### src/rtl/i2c_mode_pkg.sv
package i2c_mode_pkg;
  localparam int unsigned REG_W    = 4;
  localparam int unsigned ACKE_POS = 0;
  localparam int unsigned TRS_POS  = 1;
  localparam int unsigned MST_POS  = 2;
  localparam int unsigned ACKS_POS = 3;
  localparam int unsigned NUM_HW   = 2;  // bits hardware may force
endpackage

### src/rtl/i2c_forced_bit.sv
module i2c_forced_bit (
  input  logic clk_i,
  input  logic rst_ni,
  input  logic hw_set_i,
  input  logic hw_clr_i,
  input  logic sw_we_i,
  input  logic sw_wdata_i,
  input  logic sw_re_i,
  output logic bit_o
);
  logic bit_q, pend_q;
  logic conflict;

  // while pending, bit_q holds the forced value
  assign conflict = pend_q & (sw_wdata_i != bit_q);

  always_ff @(posedge clk_i or negedge rst_ni) begin
    if (!rst_ni) begin
      bit_q  <= 1'b0;
      pend_q <= 1'b0;
    end else if (hw_clr_i) begin
      bit_q  <= 1'b0;
      pend_q <= 1'b1;
    end else if (hw_set_i) begin
      bit_q  <= 1'b1;
      pend_q <= 1'b1;
    end else begin
      if (sw_we_i && !conflict) bit_q <= sw_wdata_i;
      if (sw_re_i) pend_q <= 1'b0;
    end
  end

  assign bit_o = bit_q;
endmodule

### src/rtl/i2c_ack_gate.sv
module i2c_ack_gate (
  input  logic clk_i,
  input  logic rst_ni,
  input  logic we_i,
  input  logic wdata_en_i,
  input  logic byte_done_i,
  input  logic ack_bit_i,
  output logic ack_en_o,
  output logic ack_stat_o,
  output logic halt_o
);
  logic en_q, stat_q, halt_q;

  always_ff @(posedge clk_i or negedge rst_ni) begin
    if (!rst_ni) begin
      en_q   <= 1'b0;
      stat_q <= 1'b0;
      halt_q <= 1'b0;
    end else begin
      if (we_i) en_q <= wdata_en_i;
      if (!en_q)            stat_q <= 1'b0;
      else if (byte_done_i) stat_q <= ack_bit_i;
      // a nack at byte end outranks the clearing write
      if (en_q && byte_done_i && ack_bit_i) halt_q <= 1'b1;
      else if (we_i)                        halt_q <= 1'b0;
    end
  end

  assign ack_en_o   = en_q;
  assign ack_stat_o = stat_q;
  assign halt_o     = halt_q;
endmodule

### src/rtl/i2c_mode_ctrl.sv
module i2c_mode_ctrl
  import i2c_mode_pkg::*;
(
  input  logic             clk_i,
  input  logic             rst_ni,
  input  logic             reg_we_i,
  input  logic             reg_re_i,
  input  logic [REG_W-1:0] reg_wdata_i,
  output logic [REG_W-1:0] reg_rdata_o,
  input  logic             arb_lost_i,
  input  logic             addr_match_i,
  input  logic             rw_bit_i,
  input  logic             byte_done_i,
  input  logic             ack_bit_i,
  output logic             mst_o,
  output logic             trs_o,
  output logic             ack_en_o,
  output logic             ack_stat_o,
  output logic             halt_o
);
  localparam int unsigned HW_POS [NUM_HW] = '{TRS_POS, MST_POS};

  logic              arb_hit;
  logic [NUM_HW-1:0] hw_set, hw_clr, hw_bit;

  assign arb_hit = arb_lost_i & hw_bit[1];
  assign hw_set  = {1'b0, addr_match_i & rw_bit_i};
  assign hw_clr  = {arb_hit, arb_hit};

  for (genvar i = 0; i < NUM_HW; i++) begin : g_hw_bit
    i2c_forced_bit u_bit (
      .clk_i      (clk_i),
      .rst_ni     (rst_ni),
      .hw_set_i   (hw_set[i]),
      .hw_clr_i   (hw_clr[i]),
      .sw_we_i    (reg_we_i),
      .sw_wdata_i (reg_wdata_i[HW_POS[i]]),
      .sw_re_i    (reg_re_i),
      .bit_o      (hw_bit[i])
    );
  end

  i2c_ack_gate u_ack (
    .clk_i       (clk_i),
    .rst_ni      (rst_ni),
    .we_i        (reg_we_i),
    .wdata_en_i  (reg_wdata_i[ACKE_POS]),
    .byte_done_i (byte_done_i),
    .ack_bit_i   (ack_bit_i),
    .ack_en_o    (ack_en_o),
    .ack_stat_o  (ack_stat_o),
    .halt_o      (halt_o)
  );

  assign trs_o = hw_bit[0];
  assign mst_o = hw_bit[1];

  always_comb begin
    reg_rdata_o           = '0;
    reg_rdata_o[ACKE_POS] = ack_en_o;
    reg_rdata_o[TRS_POS]  = trs_o;
    reg_rdata_o[MST_POS]  = mst_o;
    reg_rdata_o[ACKS_POS] = ack_stat_o;
  end
endmodule

### config.mk
export PLATFORM = sky130hd
export DESIGN_NAME = i2c_mode_ctrl
export DESIGN_NICKNAME = d
export VERILOG_FILES = /design/src/rtl/i2c_mode_pkg.sv /design/src/rtl/i2c_forced_bit.sv /design/src/rtl/i2c_ack_gate.sv /design/src/rtl/i2c_mode_ctrl.sv
export SDC_FILE = /design/constraint.sdc
export NUM_CORES = 1
export LEC_CHECK = 0
export ABC_AREA = 1
export ABC_CLOCK_PERIOD_IN_PS = 2640
export CAP_MARGIN = 20
export CORE_AREA = 2 2 39 41
export CTS_CLUSTER_DIAMETER = 50
export DETAILED_ROUTE_END_ITERATION = 10
export DIE_AREA = 0 0 41 43
export PLACE_DENSITY_LB_ADDON = 0.15
export SYNTH_ARGS = -nofsm -noshare
export SYNTH_HDL_FRONTEND = slang
export SYNTH_HIERARCHICAL = 1
export SYNTH_SLANG_ARGS = --single-unit
### constraint.sdc
create_clock -name clk_i -period 2.64 [get_ports clk_i]
set_clock_uncertainty 0.05 [all_clocks]
set_input_delay 0.528 -clock clk_i [delete_from_list [all_inputs] [get_ports clk_i]]
set_output_delay 0.528 -clock clk_i [all_outputs]
set_load 0.03 [all_outputs]
# --- After elaboration in Yosys (flattened, before gate mapping) ---
# Cells that the tools add are included.
op_classes:
  n_mux: 13
  eq_ne: 3
  reduce_logical: 11
  bitwise_logic: 4
ops:
  columns: ["cell", "n"]
  rows:
  - ["$mux W1", 13]
  - ["$reduce_bool A2 Y1", 3]
  - ["$reduce_bool A3 Y1", 2]
  - ["$and A1 B1 Y1", 4]
  - ["$logic_and A1 B1 Y1", 4]
  - ["$logic_not A1 Y1", 2]
  - ["$ne A1 B1 Y1", 2]
  - ["$ne A2 B2 Y1 const B", 1]
totals:
  ff_bits: 7
  input_bits: 13

# --- Depth between registers and ports, before layout ---
depth:
  word_depth: 7
  mapped_depth: 8

# --- Modules after synthesis ---
# The synthesis kept the hierarchy.
modules_own_cells:
  columns: ["module", "seq_area_each_um2", "instances", "cells_per_inst", "area_each_um2"]
  rows:
  - ["i2c_forced_bit", 50.0, 2, 18, 120.1]
  - ["i2c_ack_gate", 75.1, 1, 13, 115.1]
  - ["i2c_mode_ctrl", 0.0, 1, 9, 48.8]

# --- Worst setup path before layout ---
# No wires, ideal clock.
synth_timing:
  path_kind: "register to output"
  start: "register u_ack.en_q (netlist: u_ack/ack_en_o)"
  end: "output reg_rdata_o[0]"
  path_slack_ns: 1.305
  stages_incl_launch_ff: 2
  arrival_ns: 0.757
  required_time_ns: 2.062
  path_cell_list: "dfrtp_1 > buf_4"
synth_lines:
  columns: ["element", "line_no", "text"]
  rows:
  - ["from (decl)", "i2c_ack_gate.sv:12", "logic en_q, stat_q, halt_q;"]
  - ["from (signal assigned)", "i2c_ack_gate.sv:20", "if (we_i) en_q <= wdata_en_i;"]
  - ["to (decl)", "i2c_mode_ctrl.sv:9", "output logic [REG_W-1:0] reg_rdata_o,"]
# No word-level cell between the ends.

# --- Worst setup path after layout ---
layout_timing:
  start: "register u_ack.en_q (netlist: u_ack/ack_en_o)"
  end: "output ack_en_o"
layout_lines:
  columns: ["element", "line_no", "text"]
  rows:
  - ["to (decl)", "i2c_mode_ctrl.sv:17", "output logic ack_en_o,"]
# No word-level cell between the ends.

==> results.sh <==
export IMPL_period_share=0.725
export IMPL_rsz0062_at_grt="false"
export IMPL_routed_wl_um=698
export IMPL_insertion_delay_ps=250
export IMPL_syn_instance_count=58
export IMPL_gp_congestion=0.703
export IMPL_numCtsBuffers=3
export IMPL_fin_total_pwr_uw=370
export IMPL_grt_max_degree=8
export IMPL_layout_nets=92
export IMPL_swShare=0.349
export IMPL_diodes=0
export IMPL_die_y_um=43
export IMPL_setup_viol=0
export IMPL_grt_first_pass_wirelength_um=1240
export IMPL_synth_nets=71
export IMPL_cp_buffers_inverters=1
export IMPL_syn_mean_instance_area_um2=6.97
export IMPL_maxCapViolCount=0
export IMPL_cts_hold_buffers=0
export IMPL_core_um2=1380
export IMPL_cts_sinks=7
export IMPL_drive_gt1_frac=0.128
export IMPL_peakVddDrop_v=0.000250
export IMPL_crit_path_max_incr_delay_ps=690
export IMPL_wl_per_cell_um=7.43
export IMPL_crit_arrival_ps=1340
export IMPL_synth_cell_types=10
export IMPL_rows=14
export IMPL_p_leak_nw=0.347
export IMPL_pwr_share_clk=0.261
export IMPL_whs_ps=430
export IMPL_cts_buffer_depth=2
export IMPL_ios=22
export IMPL_syn_area_um2=404
export IMPL_drtIter0Drc=2
export IMPL_comb_power_share=0.381
export IMPL_cp_end_kind="output pin"
export IMPL_cpLargestDelayFamily="buffers and inverters"
export IMPL_intPower_uw=241
export IMPL_overflow=0
export IMPL_fin_tns_setup_ps=0
export IMPL_antenna_left=0
export IMPL_grt_use_total=0.111
export IMPL_start_kind="flop"
export IMPL_power_density_nw_per_um2=594
export IMPL_status="finished, final reports clean"
export IMPL_antenna_found_initial=0
export IMPL_pwr_share_seq=0.358
export IMPL_cts_resized=0
export IMPL_area_delta_synth_final_pct=53.9
export IMPL_p_switching_uw=129
export IMPL_crit_required_ps=2060
export IMPL_worst_path_max_fanout=5
export IMPL_drc=0
export IMPL_hold_viol=0
export IMPL_via_per_inst=3.99
export IMPL_crit_type="reg2out"
export IMPL_hpwl_um=585
export IMPL_ctsRootBufferMaster="clkbuf_4"
export IMPL_grt_pass1_vias=315
export IMPL_clkTransAtPathRegs_ps=60
export IMPL_dr_pass1_iters=3
export IMPL_fin_cells=94
export IMPL_ys_seq_area_frac=0.433
export IMPL_portBuffers=20
export IMPL_die_area_um2=1760
export IMPL_postCtsSetupBuffers=0
export IMPL_die_x_um=41
export IMPL_ys_warnings_count=6
export IMPL_ys_ff_latch=7
export IMPL_cts_tree="yes"
export IMPL_fin_crit_ps=1910
export IMPL_min_path_type="reg2reg"
export IMPL_fmax_ghz=0.523
export IMPL_vias=375
export IMPL_slew_viol_final=0
export IMPL_crit_chain="clkdlybuf4s50_1"
export IMPL_placedCellCount=90
export IMPL_start_util=0.292
export IMPL_htree_levels=1
export IMPL_critPathSlowestCell="clkdlybuf4s50_1"
cell families after synthesis:
kind of cell,after synthesis,synth area share
buffers and inverters,18,0.204
flip-flops,7,0.433
AND/OR/NAND/NOR,28,0.291
AO/OA/AOI/OAI,4,0.0619
other,1,0.00928
power groups by stage:
stage,sequential [mW],clock [mW],combinational (mW)
3_5_place_dp,0.134,0,0.142
4_1_cts,0.133,0.104,0.143
6_report,0.132,0.0966,0.141
2_1_floorplan,0.154,0,0.0690
5_1_grt,0.134,0.108,0.157
3_3_place_gp,0.134,0,0.142
Yosys cell counts:
master / count / share of area
o21bai_1: 2 / 0.037
dfrtp_1: 7 / 0.43
nand2_1: 22 / 0.20
a21oi_1: 2 / 0.025
inv_1: 12 / 0.11
buf_4: 4 / 0.074
inv_2: 2 / 0.019
conb_1: 1 / 0.0093
nand3_1: 2 / 0.025
nand2_2: 4 / 0.062
sequential cells by signal, indices dropped and copies added, names as in the netlist:
name                   count
g_hw_bit.u_bit/bit_o       2
g_hw_bit.u_bit/pend_q      2
u_ack/ack_en_o             1
u_ack/ack_stat_o           1
u_ack/halt_o               1
final timing paths:
check / slack, ps / from / depth (start not counted) / end
worst min-delay path: 430 / u_ack/halt_o / 2 / u_ack/halt_o
worst max register to register: 1570 / g_hw_bit[1].u_bit/bit_o / 8 / g_hw_bit[0].u_bit/bit_o
worst max-delay path: 730 / u_ack/ack_en_o / 1 / ack_en_o
worst min register to register: 430 / u_ack/halt_o / 2 / u_ack/halt_o
max in group asynchronous: 1850 / rst_ni / 1 / u_ack/ack_stat_o
min in group asynchronous: 470 / rst_ni / 1 / g_hw_bit[1].u_bit/bit_o
per-stage QoR:
stage	utilization	cell area (µm²)	setup slack [ps]
final	0.449	622	727
after global routing	0.449	622	662
after CTS	0.449	622	698
after detailed placement	0.429	594	982
after global placement	0.429	594	979
after floorplan	-	404	1310
cell type report:
| cell class | instances | area, µm² |
|---|---|---|
| Tap cell | 16 | 20.0 |
| Timing Repair Buffer | 20 | 200 |
| Sequential cell | 7 | 175 |
| Fill cell | 159 | 762 |
| Multi-Input combinational cell | 33 | 146 |
| Clock buffer | 3 | 22.5 |
| Clock inverter | 1 | 5.00 |
| Inverter | 14 | 52.6 |
tightest hold or removal path, cell delays in order, from the launching register on:
cell     delay [ps]
dfrtp_1         340
nand2_1          50
nand2_1          50
routing by layer:
layer | part of all wire | global-route usage
met3 | 0.062 | 0.0157
met2 | 0.48 | 0.141
met4 | 0.032 | 0.140
met5 | 0 | 0
met1 | 0.43 | 0.136
placed cells by master (no fill, tap or decap), types with 2 or more instances in the layout:
cell type        instances
a21oi_1                  2
clkbuf_4                 3
clkdlybuf4s50_1         20
dfrtp_1                  7
inv_1                   12
inv_2                    2
nand2_1                 22
nand2_2                  4
nand3_1                  2
o21bai_1                 2
Note: power is estimated with default switching activity, not from simulation.
